--- config.mk ---
export PLATFORM = sky130hd
export DESIGN_NAME = svn_node
export DESIGN_NICKNAME = d
export VERILOG_FILES = /design/src/rtl/svn_pkg.sv /design/src/rtl/svn_deg_ctrl.sv /design/src/rtl/svn_eq_chain.sv /design/src/rtl/svn_edge_mem.sv /design/src/rtl/svn_node.sv
export SDC_FILE = /design/constraint.sdc
export NUM_CORES = 1
export LEC_CHECK = 0
export ABC_AREA = 1
export BUFFER_PORTS_ARGS = -buffer_cell sky130_fd_sc_hd__buf_2
export CORE_MARGIN = 2
export CORE_UTILIZATION = 45
export DETAILED_ROUTE_END_ITERATION = 6
export GPL_TIMING_DRIVEN = 0
export REMOVE_ABC_BUFFERS = 1
export SKIP_LAST_GASP = 1
export SLEW_MARGIN = 20
export SYNTH_ARGS = -nofsm -noshare
export SYNTH_HDL_FRONTEND = slang
export SYNTH_SLANG_ARGS = --single-unit
export TNS_END_PERCENT = 20
--- constraint.sdc ---
create_clock -name clk -period 2.3 [get_ports clk]
set_input_delay 0.345 -clock clk [delete_from_list [all_inputs] [get_ports clk]]
set_output_delay 0.345 -clock clk [all_outputs]
set_load 0.02 [all_outputs]
--- src/rtl/svn_pkg.sv ---
`timescale 1ns/1ps
package svn_pkg;
    localparam int SVN_MAX_DEG  = 6;
    localparam int SVN_EM_DEPTH = 64;

    // Token travelling down an equality cascade: ok = all operands agreed so far
    typedef struct packed {
        logic ok;
        logic val;
    } eq_tok_t;

    function automatic eq_tok_t eq_merge(input eq_tok_t a, input logic b);
        eq_tok_t r;
        r.ok  = a.ok && (a.val == b);
        r.val = a.val;
        return r;
    endfunction

    function automatic eq_tok_t eq_seed(input logic b);
        eq_tok_t r;
        r.ok  = 1'b1;
        r.val = b;
        return r;
    endfunction
endpackage

--- src/rtl/svn_deg_ctrl.sv ---
`timescale 1ns/1ps
module svn_deg_ctrl #(
    parameter int MAX_DEG = svn_pkg::SVN_MAX_DEG,
    parameter int DEG_W   = $clog2(MAX_DEG + 1)
) (
    input  logic [DEG_W-1:0]   deg_sel,
    output logic [MAX_DEG-1:0] edge_en
);
    logic [DEG_W-1:0] deg_eff;

    always_comb begin
        if (deg_sel == '0)
            deg_eff = DEG_W'(1);
        else if (int'(deg_sel) > MAX_DEG)
            deg_eff = DEG_W'(MAX_DEG);
        else
            deg_eff = deg_sel;
        for (int i = 0; i < MAX_DEG; i++)
            edge_en[i] = (int'(deg_eff) > i);
    end

    // edge 0 is always on and enables form a contiguous run from bit 0
    always_comb begin
        edge0_on_chk: assert (edge_en[0]);
        contig_en_chk: assert ((edge_en & (edge_en + 1'b1)) == '0);
    end
endmodule

--- src/rtl/svn_eq_chain.sv ---
`timescale 1ns/1ps
module svn_eq_chain
    import svn_pkg::*;
#(
    parameter int MAX_DEG = svn_pkg::SVN_MAX_DEG
) (
    input  logic               chan_bit,
    input  logic [MAX_DEG-1:0] op_bits,
    input  logic [MAX_DEG-1:0] op_en,
    output eq_tok_t            result
);
    eq_tok_t stage [MAX_DEG+1];

    assign stage[0] = eq_seed(chan_bit);

    for (genvar j = 0; j < MAX_DEG; j++) begin : g_stage
        assign stage[j+1] = op_en[j] ? eq_merge(stage[j], op_bits[j]) : stage[j];
    end

    assign result = stage[MAX_DEG];
endmodule

--- src/rtl/svn_edge_mem.sv ---
`timescale 1ns/1ps
module svn_edge_mem
    import svn_pkg::*;
#(
    parameter int EM_DEPTH = svn_pkg::SVN_EM_DEPTH,
    parameter int ADDR_W   = $clog2(EM_DEPTH)
) (
    input  logic              clk,
    input  logic              rst,
    input  logic              edge_on,
    input  eq_tok_t           tok,
    input  logic [ADDR_W-1:0] rd_addr,
    output logic              out_bit
);
    logic [EM_DEPTH-1:0] mem;

    always_ff @(posedge clk) begin
        if (rst) begin
            mem     <= '0;
            out_bit <= 1'b0;
        end else if (!edge_on) begin
            out_bit <= 1'b0;
        end else if (tok.ok) begin
            mem     <= {mem[EM_DEPTH-2:0], tok.val};
            out_bit <= tok.val;
        end else begin
            out_bit <= mem[rd_addr];
        end
    end


    reset_clear_chk: assert property (@(posedge clk)
        rst |=> (out_bit == 1'b0) && (mem == '0));

    idle_edge_chk: assert property (@(posedge clk) disable iff (rst)
        !edge_on |=> !out_bit && $stable(mem));

    update_out_chk: assert property (@(posedge clk) disable iff (rst)
        (edge_on && tok.ok) |=> out_bit == $past(tok.val));

    shift_in_chk: assert property (@(posedge clk) disable iff (rst)
        (edge_on && tok.ok) |=> mem[0] == $past(tok.val));

    hold_keep_chk: assert property (@(posedge clk) disable iff (rst)
        (edge_on && !tok.ok) |=> $stable(mem));
endmodule

--- src/rtl/svn_node.sv ---
`timescale 1ns/1ps
module svn_node
    import svn_pkg::*;
#(
    parameter int MAX_DEG  = svn_pkg::SVN_MAX_DEG,
    parameter int EM_DEPTH = svn_pkg::SVN_EM_DEPTH,
    localparam int ADDR_W  = $clog2(EM_DEPTH),
    localparam int DEG_W   = $clog2(MAX_DEG + 1)
) (
    input  logic                      clk,
    input  logic                      rst,
    input  logic [DEG_W-1:0]          deg_sel,
    input  logic                      chan_bit,
    input  logic [MAX_DEG-1:0]        cn_in,
    input  logic [MAX_DEG*ADDR_W-1:0] rand_addr,
    output logic [MAX_DEG-1:0]        edge_out
);
    logic [MAX_DEG-1:0] edge_en;

    svn_deg_ctrl #(.MAX_DEG(MAX_DEG), .DEG_W(DEG_W)) u_deg (
        .deg_sel (deg_sel),
        .edge_en (edge_en)
    );

    for (genvar e = 0; e < MAX_DEG; e++) begin : g_edge
        localparam logic [MAX_DEG-1:0] SELF = MAX_DEG'(1) << e;
        logic [MAX_DEG-1:0] op_en;
        eq_tok_t            tok;

        // exclude this edge's own input from its operand set
        assign op_en = edge_en & ~SELF;

        svn_eq_chain #(.MAX_DEG(MAX_DEG)) u_chain (
            .chan_bit (chan_bit),
            .op_bits  (cn_in),
            .op_en    (op_en),
            .result   (tok)
        );

        svn_edge_mem #(.EM_DEPTH(EM_DEPTH), .ADDR_W(ADDR_W)) u_mem (
            .clk     (clk),
            .rst     (rst),
            .edge_on (edge_en[e]),
            .tok     (tok),
            .rd_addr (rand_addr[e*ADDR_W +: ADDR_W]),
            .out_bit (edge_out[e])
        );
    end

    // R8 (with R2: a selector of 0 behaves as degree 1)
    deg_one_chk: assert property (@(posedge clk) disable iff (rst)
        (int'(deg_sel) <= 1) |=> (edge_out[0] == $past(chan_bit)) &&
                                 (edge_out[MAX_DEG-1:1] == '0));
endmodule

Word level (Yosys, flattened, before mapping)
Cells that the tools add are included.
- register bits after elaboration: 390
- latch bits: 0
- RAM bits: 0
- ROM bits: 0
- bits of input ports: 48
- word-level logic and storage cells: 122
- memories: 0
- add/sub/neg operators: 0
- multiply operators: 0
- div/mod/pow operators: 0
- $lt $le $gt $ge: 13
- eq/ne operators: 20
- shift operators: 0
- muxes and demuxes: 40
- bitwise logic cells: 6
- reduce and logical (&&, ||, !) cells: 31
- operator list (cell ; count):
    $lt 6x7->1 const B ; 6
    $mux 2 ; 20
    $bmux 1 s6 ; 6
    $eq 1x1->1 ; 20
    $logic_and 1x1->1 ; 18
    $mux 1 ; 12
    $reduce_and 2->1 ; 6
    $reduce_or 2->1 ; 6
    $gt 3x3->1 const B ; 3
    $gt 3x1->1 const B ; 2
    $gt 3x2->1 const B ; 2
    $mux 3 ; 2
    $not 1->1 ; 6
    $logic_not 3->1 ; 1

Depth between registers and ports, before layout
Gate-level depths: netlist (run 1).
- depth in word-level cells: 18
- depth in mapped cells: 13

By module
Synthesis (run 1) repeated with hierarchy kept, for this count alone.
- cell total of the unflattened synthesis: 2791
- area, all modules: 18635.4 µm²
- modules (own cells, without submodules) (module ; times used ; cells an instance ; area each (µm²)):
    svn_edge_mem at g_edge[2].u_mem ... ; 4 ; 432 ; 2969.1
    svn_edge_mem at g_edge[0].u_mem ... ; 2 ; 432 ; 2902.8
    svn_eq_chain ; 6 ; 31 ; 150.1
    svn_deg_ctrl ; 1 ; 12 ; 48.8
    svn_node ; 1 ; 1 ; 3.8

Worst setup path before layout (run 1)
No wires, ideal clock.
- path type: input-to-reg
- start point: input port chan_bit
- end point: register g_edge[4].u_mem.mem[56]
- library setup time: 0.119 ns
- data arrival time: 1.620 ns
- data required time: 2.181 ns
- setup slack: 0.560 ns
- cell stages on the path: 11
- buffers on the path: 3
- cell sequence: buf_6 xor2_1 nand2_1 inv_2 nor2_4 nand4_2 or2_1 buf_6 clkbuf_1 o21ai_0 a21oi_1
- cells in the longest elaborated chain, start to end: 11
- elaborated cells on any way between the ends: 15
- RTL lines (item ; RTL line ; RTL):
    from (decl) ; svn_node.sv:13 ; input logic chan_bit,
    $eq 1x1->1 / $mux 2 (equally long branches) ; svn_pkg.sv:14, svn_eq_chain.sv:17 ;
    $mux 2 (*) ; svn_eq_chain.sv:17 ; assign stage[j+1] = op_en[j] ? eq_merge(stage[j], op_bits[j]) : stage[j];
    $logic_and 1x1->1 ; svn_pkg.sv:14 ; r.ok = a.ok && (a.val == b);
    $mux 2 (*) ; svn_eq_chain.sv:17 ;
    $logic_and 1x1->1 ; svn_pkg.sv:14 ;
    $mux 2 (*) ; svn_eq_chain.sv:17 ;
    $logic_and 1x1->1 ; svn_pkg.sv:14 ;
    $mux 2 (*) ; svn_eq_chain.sv:17 ;
    $logic_and 1x1->1 ; svn_pkg.sv:14 ;
    $mux 2 (*) ; svn_eq_chain.sv:17 ;
    $reduce_and 2->1 (no line) (*) ; - ;
    to (signal assigned) ; svn_edge_mem.sv:24 ; mem <= {mem[EM_DEPTH-2:0], tok.val};
    to (decl) ; svn_edge_mem.sv:15 ; logic [EM_DEPTH-1:0] mem;
Every way passes the cells marked *; elsewhere a longest branch is shown, timed or not.
A chain may end at the register's enable or synchronous reset.

Worst setup path after layout (run 1)
- start point: input port chan_bit
- end point: register g_edge[3].u_mem.mem[41]
- cells in the longest elaborated chain, start to end: 11
- elaborated cells on any way between the ends: 15
- RTL lines (item ; RTL line):
    $eq 1x1->1 / $mux 2 (equally long branches) ; svn_pkg.sv:14, svn_eq_chain.sv:17
    $mux 2 (*) ; svn_eq_chain.sv:17
    $logic_and 1x1->1 ; svn_pkg.sv:14
    $mux 2 (*) ; svn_eq_chain.sv:17
    $logic_and 1x1->1 ; svn_pkg.sv:14
    $mux 2 (*) ; svn_eq_chain.sv:17
    $logic_and 1x1->1 ; svn_pkg.sv:14
    $mux 2 (*) ; svn_eq_chain.sv:17
    $logic_and 1x1->1 ; svn_pkg.sv:14
    $mux 2 (*) ; svn_eq_chain.sv:17
    $reduce_and 2->1 (no line) (*) ; -
    to (signal assigned) ; svn_edge_mem.sv:24
    to (decl) ; svn_edge_mem.sv:15
Marked as above.

==> results of run 1 <==
-- logic make-up after synthesis --
family,after synthesis
AO/OA/AOI/OAI,614
XOR/XNOR,6
buffers and inverters,367
flip-flops,390
AND/OR/NAND/NOR,1209
-- through the flow --
stage / utilization / hold WS [ns] / setup TNS [ns]
2_1_floorplan: - / 0.414 / -1074.75
3_3_place_gp: 0.454 / 0.441 / -2609.12
3_5_place_dp: 0.462 / 0.446 / -247.82
4_1_cts: 0.501 / 0.0963 / -18.78
5_1_grt: 0.503 / 0.115 / -12.19
6_report: 0.503 / 0.121 / -2.06
-- layout by cell type (no fill, tap or decap), types with 7 or more instances in the layout --
| master | n |
|---|---|
| o21ai_0 | 419 |
| clkbuf_16 | 45 |
| a21oi_1 | 179 |
| nand2_1 | 393 |
| clkbuf_1 | 11 |
| clkbuf_8 | 7 |
| o21ai_1 | 13 |
| inv_1 | 164 |
| dfxtp_1 | 390 |
| buf_16 | 8 |
| nand3_1 | 286 |
| buf_2 | 53 |
| clkinv_2 | 9 |
| nor2_1 | 514 |
-- metal layers --
metal | up-vias | track usage | wire, um
met5 | - | 0 | 0
li1 | 8241 | - | -
met2 | 286 | 0.322 | 18800
met1 | 7236 | 0.278 | 20400
met4 | 0 | 0.0659 | 772
met3 | 57 | 0.0295 | 1760
-- timing repair --
action	in CTS	in global routing
pin swaps	0	3
cloned	0	4
setup buffers	0	6
endpoints found under the setup margin	224	256
endpoints found under the hold margin	0	0
resized for setup	6	8
-- sequential cells by signal, indices dropped and copies added (netlist names) --
signal,cells
g_edge.u_mem.out_bit,6
g_edge.u_mem.mem,384
-- area by class of cell --
class | instances | share of cell area
repair buffers | 69 | 0.0295
clock inverters | 15 | 0.0116
well taps | 518 | 0.0335
repair inverters | 1 | 0.000388
multi-input cells | 1832 | 0.421
diodes | 2 | 0.000258
clock buffers | 63 | 0.0653
inverters | 174 | 0.0357
flip-flops and latches | 390 | 0.403
-- power by group --
group / total, mW / internal (mW) / switching (mW)
Clock: 7.23 / 4.47 / 2.76
Combinational: 1.98 / 0.671 / 1.30
Sequential: 7.60 / 7.27 / 0.325
-- worst reg2reg max path, cell delays in order (launching register included) --
cell and delay, ns:
dfxtp_1 0.33, inv_1 0.05, a21oi_1 0.10, o21ai_0 0.12, nand3_1 0.10, nand3_1 0.08
nand3_1 0.10, nand2_1 0.05, nor2_1 0.20, o21bai_1 0.12, inv_1 0.06
-- final timing paths --
check                             to  slack [ns]
min           g_edge[0].u_mem.mem[0]        0.12
max reg2reg  g_edge[4].u_mem.out_bit        0.94
max          g_edge[3].u_mem.mem[41]       -0.08
min reg2reg  g_edge[1].u_mem.mem[20]        0.45
==> results.ini, run 1 <==
[yosys]
ys_ff_latch=390
ys_async_sr_fraction=0
syn_avg_cell_area_sq_um=6.74
synth_edf_count=0
synth_compound_gate_area_share=0.177
synth-simple-area-share=0.284
netlist_instances=2586
seq_area_frac_synth=0.448
synth.area.top_cells=dfxtp_1 (45%), o21ai_0 (12%), nor2_1 (11%)
synth_xor_area_frac=0.00345
yosysTopAreaCell=dfxtp_1
ys_warn_count=0
netlist_area_sq_mm=0.0174
synth_cell_type_count=29
synth_top_family_by_area=simple AND/OR/NAND/NOR gates
synth_top_area_share=0.448
muxShareOfSynthArea=0
netlist_top_cells_count=nor2_1 (517), o21ai_0 (419), nand2_1 (393), dfxtp_1 (390), nand3_1 (287)
synthAdderAreaFrac=0
synth.most_common_cell=nor2_1
synth_top_flop_cell=dfxtp_1

[timing]
fin_ws_ns=-0.0790
slew_headroom=0.292
setup_violations=63
finalHoldViolCount=0
worst-slew-pin-transition_ns=1.06
max_freq_ghz=0.420
slew_violations=0
period_share=1.03
fin_crit_ns=2.38
finClkSkew_ns=0.0100
rsz0062_at_grt=true

[clock_tree]
cts.sink_count=390
numCtsBuffers=43
cts-root-buf=clkbuf_16
path_clk_slew_ns=0.06
clock_tree.buffer_depth=3
cts_tree=done
cts_hold_buf=0
h-tree-depth=2
clk-insertion-delay-late_ns=0.56

[final_layout]
final_cell_count_no_fill=3064
fill_cells=3883
multi_input_area_sq_mm=0.00814
seqCellArea_sq_mm=0.00781
drive_gt1_frac=0.0629
nNetsFinal=2559
design_area_sq_mm=0.0194
area_growth_pct=11.1

[power_and_ir_drop]
finalPower_mw=16.8
vdd_drop_max_mv=0.527
leakagePower_nw=8.16
power.density_mw_per_mm2=868

[drt]
firstDrtPassIters=5
post-route-drc-count=0
wl_um=41700
postRouteAntennaNets=0
routedWlPerCell_um=13.6
drtIter0Drc=1348
vias=15800
routed_via_density=5.16

[die]
core_area_sq_mm=0.0385
initial_core_util=0.453
rows=72
die_w_um=201
pin_count=54
die_h_um=201
dieArea_sq_mm=0.0403

[placement]
io_buffers=53
dp_slack_ns=-1.50
dp_hpwl_um=23000
dpl_cell_area_sq_mm=0.0178
gp_congestion=0.790
dp_cells=2974

[critical_path]
critPathLaunch=chan_bit
startpoint_type=input port
cp_data_arrival_time_ns=2.86
worstSetupPathType=input port to flop
crit_required_ns=2.78
crit_family=simple AND/OR/NAND/NOR gates
path_cells=buf_2 > xor2_1 > nand2_1 > nand2_1 > nor2_1 > nand3_1 > nor2_4 > buf_16 > buf_16 > inv_8 > nor2_1 > nor2_1
cp.depth=12
timing.rr.start=g_edge[4].u_mem.mem[30]
max_stage_delay_ns=0.39
worst-path-buf-inv=4
crit_fanout=63
crit_slowest_cell=xor2_1
critPathMostFrequentCell=nor2_1
cp-end-kind=flop
r2r_cells=10

[run_status]
violations=setup timing
outcome=complete, but fails checks

[grt]
grt_overflow=0
grt_max_degree=130
grt_pass1_wl_um=69300
grt_antenna_before_repair=2
grt_pass1_vias=14300
track_usage=0.201

[worst_hold_path]
holdPathStages=2
hold_class=input port to flop
hp-start=rst

[run]
cap_violations=0

(Power assumes the default switching activity.)
==> run 2: changes to the inputs <==
--- a/config.mk
+++ b/config.mk
@@ -9,6 +9,7 @@
 export BUFFER_PORTS_ARGS = -buffer_cell sky130_fd_sc_hd__buf_2
 export CORE_MARGIN = 2
 export CORE_UTILIZATION = 45
+export CTS_BUF_LIST = sky130_fd_sc_hd__clkbuf_4
 export DETAILED_ROUTE_END_ITERATION = 6
 export GPL_TIMING_DRIVEN = 0
 export REMOVE_ABC_BUFFERS = 1
==> results.ini, run 2 (synthesis gave the netlist of run 1 again) <==
[critical_path]
cp-end-kind=flop  ; unchanged
r2r_end=g_edge[5].u_mem.out_bit  ; was g_edge[4].u_mem.out_bit
crit_fanout=63  ; unchanged
timing.rr.start=g_edge[5].u_mem.mem[43]  ; was g_edge[4].u_mem.mem[30]
worstSetupPathType=input port to flop  ; unchanged
startpoint_type=input port  ; unchanged
cp_data_arrival_time_ns=2.90  ; was 2.86 ns
r2r_cells=11  ; was 10
regToRegSetupSlack_ns=0.53  ; was 0.94 ns
crit_required_ns=2.94  ; was 2.78 ns

[worst_hold_path]
holdPathEnd=g_edge[3].u_mem.out_bit  ; was g_edge[0].u_mem.mem[0]
holdPathStages=6  ; was 2
hp-start=rand_addr[23]  ; was rst
hold_class=input port to flop  ; unchanged

[timing]
period_share=0.984  ; was 1.03
slew_violations=0  ; unchanged
finalHoldViolCount=0  ; unchanged
slew_headroom=0.278  ; was 0.292
worst-slew-pin-transition_ns=1.08  ; was 1.06 ns
fin_crit_ns=2.26  ; was 2.38 ns
rsz0062_at_grt=true  ; unchanged
finClkSkew_ns=0.0395  ; was 0.0100 ns
max_freq_ghz=0.442  ; was 0.420 GHz
setup_violations=0  ; was 63

[clock_tree]
h-tree-depth=3  ; was 2
cts.sink_count=390  ; unchanged
clk-insertion-delay-late_ns=0.77  ; was 0.56 ns
cts_tree=done  ; unchanged
clock_tree.buffer_depth=3  ; unchanged
path_clk_slew_ns=0.06  ; about the same
cts-root-buf=clkbuf_4  ; was clkbuf_16
numCtsBuffers=104  ; was 43

[placement]
io_buffers=53  ; unchanged
gp_congestion=0.790  ; unchanged
dp_hpwl_um=23000  ; unchanged
dpl_cell_area_sq_mm=0.0178  ; unchanged

[drt]
met2WireLength_um=18700  ; was 18800 um
drtIter0Drc=1172  ; was 1348
wl_um=41800  ; was 41700 um
met1_length_um=20300  ; was 20400 um
post-route-drc-count=0  ; unchanged
maxUsedRoutingLayer=met4  ; unchanged
wl_met3_um=2210  ; was 1760 um
firstDrtPassIters=6  ; was 5
vias=16200  ; was 15800
routedWlPerCell_um=13.2  ; was 13.6 um
postRouteAntennaNets=0  ; unchanged
routed_via_density=5.13  ; was 5.16

[die]
rows=72  ; unchanged
dieArea_sq_mm=0.0403  ; unchanged
die_w_um=201  ; unchanged
pin_count=54  ; unchanged
die_h_um=201  ; unchanged
core_area_sq_mm=0.0385  ; unchanged
initial_core_util=0.453  ; unchanged

[grt]
grt_overflow=0  ; unchanged
grt_max_degree=130  ; unchanged
track_usage=0.204  ; was 0.201
grt_pass1_wl_um=70800  ; was 69300 um
grt_pass1_vias=15000  ; was 14300
grt_antenna_before_repair=3  ; was 2

[final_layout]
drive_gt1_frac=0.0941  ; was 0.0629
area_growth_pct=10.3  ; was 11.1%
fin_util=0.500  ; was 0.503
final_common_cell=nor2_1  ; unchanged
reg_top3=g_edge.u_mem.mem (384), g_edge.u_mem.out_bit (6)  ; unchanged
design_area_sq_mm=0.0192  ; was 0.0194 sq mm
regMostFlops=g_edge.u_mem.mem  ; unchanged
nNetsFinal=2625  ; was 2559
layout_common_cells=nor2_1 (514), o21ai_0 (419), nand2_1 (393)  ; unchanged
largest_reg_flops=384  ; unchanged

[power_and_ir_drop]
power.density_mw_per_mm2=809  ; was 868 mW/mm^2
leakagePower_nw=8.21  ; was 8.16 nW
vdd_drop_max_mv=0.411  ; was 0.527 mV

[run]
cap_violations=0  ; unchanged

[run_status]
outcome=finished clean  ; was complete, but fails checks

## run 2: worst max path at each step
stage | startpoint | end | slack, ns | cells after the start
floorplan | rst | g_edge[1].u_mem.out_bit | -3.15 | 5
global placement | rst | g_edge[1].u_mem.out_bit | -7.40 | 6
detailed placement | chan_bit | g_edge[2].u_mem.mem[0] | -1.50 | 10
CTS | chan_bit | g_edge[5].u_mem.mem[34] | 0.03 | 10
global route | chan_bit | g_edge[3].u_mem.mem[46] | -0.16 | 12
finish | chan_bit | g_edge[3].u_mem.mem[24] | 0.04 | 12
## run 2: per-stage QoR
step / power (mW) / hold slack, ns / setup TNS [ns] / std cells / setup WS (ns)
after floorplan: 9.03 / 0.414 / -1074.75 / 2393 / -3.15
after global placement: 9.66 / 0.441 / -2609.12 / 2964 / -7.40
after CTS: 15.8 / 0.0167 / 0 / 3161 / 0.0334
after detailed placement: 9.68 / 0.446 / -247.82 / 2974 / -1.50
after global routing: 16.5 / 0.0799 / -7.03 / 3166 / -0.157
final: 15.6 / 0.0752 / 0 / 3166 / 0.0372
## run 2: critical path: stages
cell and delay, ns:
buf_2 0.31, xor2_1 0.22, nand2_1 0.16, nand2_1 0.13, nor2_1 0.14, nand3_1 0.23
nor2_4 0.46, buf_16 0.22, buf_16 0.17, inv_4 0.23, nor2_1 0.19, nor2_1 0.07
## run 2: cell type report
type	count	area (sq um)
sequential	390	7810
inverter	174	683
timing repair inverter	1	5.00
multi-input combinational	1830	8130
antenna	3	7.51
tap	518	648
timing repair buffer	76	656
clock buffer	159	1190
clock inverter	15	90.1
fill	3989	19200
## run 2: power breakdown
group,internal (mW),switching [mW]
Clock,3.21,2.78
Sequential,7.27,0.325
Combinational,0.676,1.29
Total,11.2,4.40
## run 2: per-layer routing
layer	vias to the layer above	GRT usage
met1	7407	0.276
met4	0	0.0770
met5	-	0
met2	362	0.324
met3	63	0.0396
li1	8414	-
## run 2: timing repair
action                     CTS  global route
setup buffers                0             0
hold buffers                13             0
pin swaps                    0             1
hold endpoints to repair     8             0
resized for setup            6             3
gates cloned                 0             2
setup endpoints to repair  127           160
==> run 3: changes to the inputs <==
--- a/config.mk
+++ b/config.mk
@@ -5,8 +5,9 @@
 export SDC_FILE = /design/constraint.sdc
 export NUM_CORES = 1
 export LEC_CHECK = 0
-export ABC_AREA = 1
+export ABC_AREA = 0
 export BUFFER_PORTS_ARGS = -buffer_cell sky130_fd_sc_hd__buf_2
+export CAP_MARGIN = 20
 export CORE_MARGIN = 2
 export CORE_UTILIZATION = 45
 export CTS_BUF_LIST = sky130_fd_sc_hd__clkbuf_4
==> results.ini, run 3 <==
[timing]
slew_violations=0  ; unchanged
fin_ws_ns=0.0507  ; was 0.0372 ns
setup_tns_ns=0  ; unchanged
whs_ns=0.102  ; was 0.0752 ns
max_freq_ghz=0.445  ; was 0.442 GHz
slew_headroom=0.487  ; was 0.278
worst-slew-pin-transition_ns=0.764  ; was 1.08 ns
rsz0062_at_grt=true  ; unchanged
fin_crit_ns=2.25  ; was 2.26 ns
finClkSkew_ns=0.0392  ; was 0.0395 ns
setup_violations=0  ; unchanged
period_share=0.978  ; was 0.984
finalHoldViolCount=0  ; unchanged

[clock_tree]
numCtsBuffers=100  ; was 104
clk-insertion-delay-late_ns=0.76  ; was 0.77 ns
clock_tree.buffer_depth=3  ; unchanged
h-tree-depth=3  ; unchanged
cts-root-buf=clkbuf_4  ; unchanged
cts_tree=done  ; unchanged
cts.sink_count=390  ; unchanged
path_clk_slew_ns=0.06  ; about the same

[die]
die_h_um=200  ; was 201 um
core_area_sq_mm=0.0377  ; was 0.0385 sq mm
rows=71  ; was 72
die_w_um=200  ; was 201 um
pin_count=54  ; unchanged
dieArea_sq_mm=0.0399  ; was 0.0403 sq mm
initial_core_util=0.458  ; was 0.453

[drt]
firstDrtPassIters=6  ; unchanged
wl_um=34000  ; was 41800 um
vias=12100  ; was 16200
postRouteAntennaNets=0  ; unchanged
post-route-drc-count=0  ; unchanged
drtIter0Drc=668  ; was 1172
routedWlPerCell_um=14.6  ; was 13.2 um
routed_via_density=5.19  ; was 5.13

[critical_path]
crit_fanout=9  ; was 63
max_stage_delay_ns=0.56  ; was 0.46 ns
critPathLaunch=cn_in[4]  ; was chan_bit
timing.rr.start=g_edge[2].u_mem.mem[59]  ; was g_edge[5].u_mem.mem[43]
cp-endpoint=g_edge[3].u_mem.mem[47]  ; was g_edge[3].u_mem.mem[24]
r2r_cells=5  ; was 11
r2r_end=g_edge[2].u_mem.out_bit  ; was g_edge[5].u_mem.out_bit
crit_required_ns=2.91  ; was 2.94 ns
regToRegSetupSlack_ns=0.22  ; was 0.53 ns
cp_data_arrival_time_ns=2.86  ; was 2.90 ns
worstSetupPathType=input port to flop  ; unchanged
path_cells=buf_2 > dlygate4sd3_1 > xnor2_1 > o21ai_0 > nor3_2 > buf_6 > buf_6 > buf_6 > buf_4 > buf_4 > buf_4 > mux2i_1 > nor2_1  ; was buf_2 > xor2_1 > nand2_1 > nand2_1 > nor2_1 > nand3_1 > nor2_4 > buf_16 > buf_16 > inv_4 > nor2_1 > nor2_1
cp-end-kind=flop  ; unchanged
crit_slowest_cell=dlygate4sd3_1  ; was nor2_4
startpoint_type=input port  ; unchanged

[final_layout]
fin_util=0.513  ; was 0.500
largest_reg_flops=384  ; unchanged
design_area_sq_mm=0.0193  ; was 0.0192 sq mm
regMostFlops=g_edge.u_mem.mem  ; unchanged
fill_cells=3492  ; was 3989
final_common_cell=dfxtp_1  ; was nor2_1
nNetsFinal=1796  ; was 2625
drive_gt1_frac=0.202  ; was 0.0941
final_cell_count_no_fill=2325  ; was 3166
reg_top3=g_edge.u_mem.mem (384), g_edge.u_mem.out_bit (6)  ; unchanged
area_growth_pct=12.1  ; was 10.3%
layout_common_cells=dfxtp_1 (390), mux2i_1 (285), nor2_1 (272)  ; was nor2_1 (514), o21ai_0 (419), nand2_1 (393)

[yosys]
synth.most_common_cell=dfxtp_1  ; was nor2_1
ys_warn_count=0  ; unchanged
ys_async_sr_fraction=0  ; unchanged
synth_cell_type_count=56  ; was 29
netlist_top_cells_count=dfxtp_1 (390), mux2i_1 (285), nor2_1 (273), nand2_1 (264), a21oi_1 (133)  ; was nor2_1 (517), o21ai_0 (419), nand2_1 (393), dfxtp_1 (390), nand3_1 (287)
netlist_area_sq_mm=0.0172  ; was 0.0174 sq mm
synth_top_area_share=0.453  ; was 0.448
netlist_instances=1666  ; was 2586
syn_avg_cell_area_sq_um=10.3  ; was 6.74 sq um
synth_top_flop_cell=dfxtp_1  ; unchanged
synth.area.top_cells=dfxtp_1 (45%), mux2i_1 (17%), mux4_2 (12%)  ; was dfxtp_1 (45%), o21ai_0 (12%), nor2_1 (11%)
yosysTopAreaCell=dfxtp_1  ; unchanged
seq_area_frac_synth=0.453  ; was 0.448
ys_ff_latch=390  ; unchanged
synth_edf_count=0  ; unchanged

[run_status]
outcome=finished clean  ; unchanged

[placement]
dpl_cell_area_sq_mm=0.0179  ; was 0.0178 sq mm
dp_slack_ns=-1.37  ; was -1.50 ns
dp_cells=2141  ; was 2974
io_buffers=53  ; unchanged
dp_hpwl_um=21500  ; was 23000 um
gp_congestion=0.746  ; was 0.790

[grt]
grt_pass1_vias=11800  ; was 15000
grt_max_degree=129  ; was 130
grt_antenna_before_repair=1  ; was 3
grt_overflow=0  ; unchanged
track_usage=0.175  ; was 0.204
grt_pass1_wl_um=57100  ; was 70800 um

[worst_hold_path]
hold_class=input port to flop  ; unchanged

[run]
cap_violations=0  ; unchanged

[power_and_ir_drop]
leakagePower_nw=6.90  ; was 8.21 nW
finalPower_mw=13.5  ; was 15.6 mW
vdd_drop_max_mv=0.331  ; was 0.411 mV
power.density_mw_per_mm2=696  ; was 809 mW/mm^2

[run 3: logic make-up after synthesis]
kind of cell              after synthesis  synth area share
buffers and inverters                 142            0.0477
DFF                                   390             0.453
xor gates and xnor gates                4           0.00203
AOI/OAI and AO/OA                     171            0.0569
muxes                                 397             0.313
and+or+nand+nor                       562             0.128
[run 3: per-layer routing]
| metal | wire length, um | track usage | vias up | part of all wire |
|---|---|---|---|---|
| met5 | 0 | 0 | - | 0 |
| met4 | 742 | 0.0694 | 0 | 0.022 |
| met2 | 16300 | 0.285 | 184 | 0.48 |
| met1 | 15700 | 0.227 | 5790 | 0.46 |
| li1 | - | - | 6031 | - |
| met3 | 1300 | 0.0368 | 68 | 0.038 |
[run 3: final cells by class]
class	instances	area, sq um	area share
multi-input combinational	1134	8660	0.448
clock buffer	147	1100	0.0571
sequential	390	7810	0.404
timing repair buffer	117	956	0.0495
tap	511	639	0.0331
antenna	1	2.50	0.000130
clock inverter	20	128	0.00661
inverter	5	18.8	0.000972
[run 3: how the worst min path moves through the flow]
stage	startpoint	end	slack, ns	cells past startpoint
global route	rand_addr[4]	g_edge[0].u_mem.out_bit	0.05	5
floorplan	rst	g_edge[0].u_mem.mem[0]	0.41	1
finish	rand_addr[4]	g_edge[0].u_mem.out_bit	0.10	5
global placement	g_edge[1].u_mem.mem[63]	g_edge[1].u_mem.mem[63]	0.44	2
detailed placement	g_edge[1].u_mem.mem[63]	g_edge[1].u_mem.mem[63]	0.45	2
CTS	deg_sel[0]	g_edge[4].u_mem.out_bit	0.003	4
[run 3: power by group]
| part | leakage, nW | internal [mW] | switching (mW) |
|---|---|---|---|
| Clock | 0.741 | 3.11 | 2.69 |
| Sequential | 3.14 | 6.76 | 0.00608 |
| Combinational | 3.02 | 0.350 | 0.530 |
[run 3: worst max-delay path: cells and delay by family]
| kind | cells | cell delay [ns] |
|---|---|---|
| buf+inv | 8 | 1.78 |
| xor+xnor | 1 | 0.17 |
| mux | 1 | 0.21 |
| simple gates | 2 | 0.21 |
| compound gates | 1 | 0.12 |
[run 3: timing repair]
item                                    CTS  global route
buffers inserted                          2             1
cloned                                    0             0
endpoints found under the setup margin   61            26
endpoints found under the hold margin    61             0
pin swaps                                 2             1
hold buffers                             14             0
resized for setup                         4             7
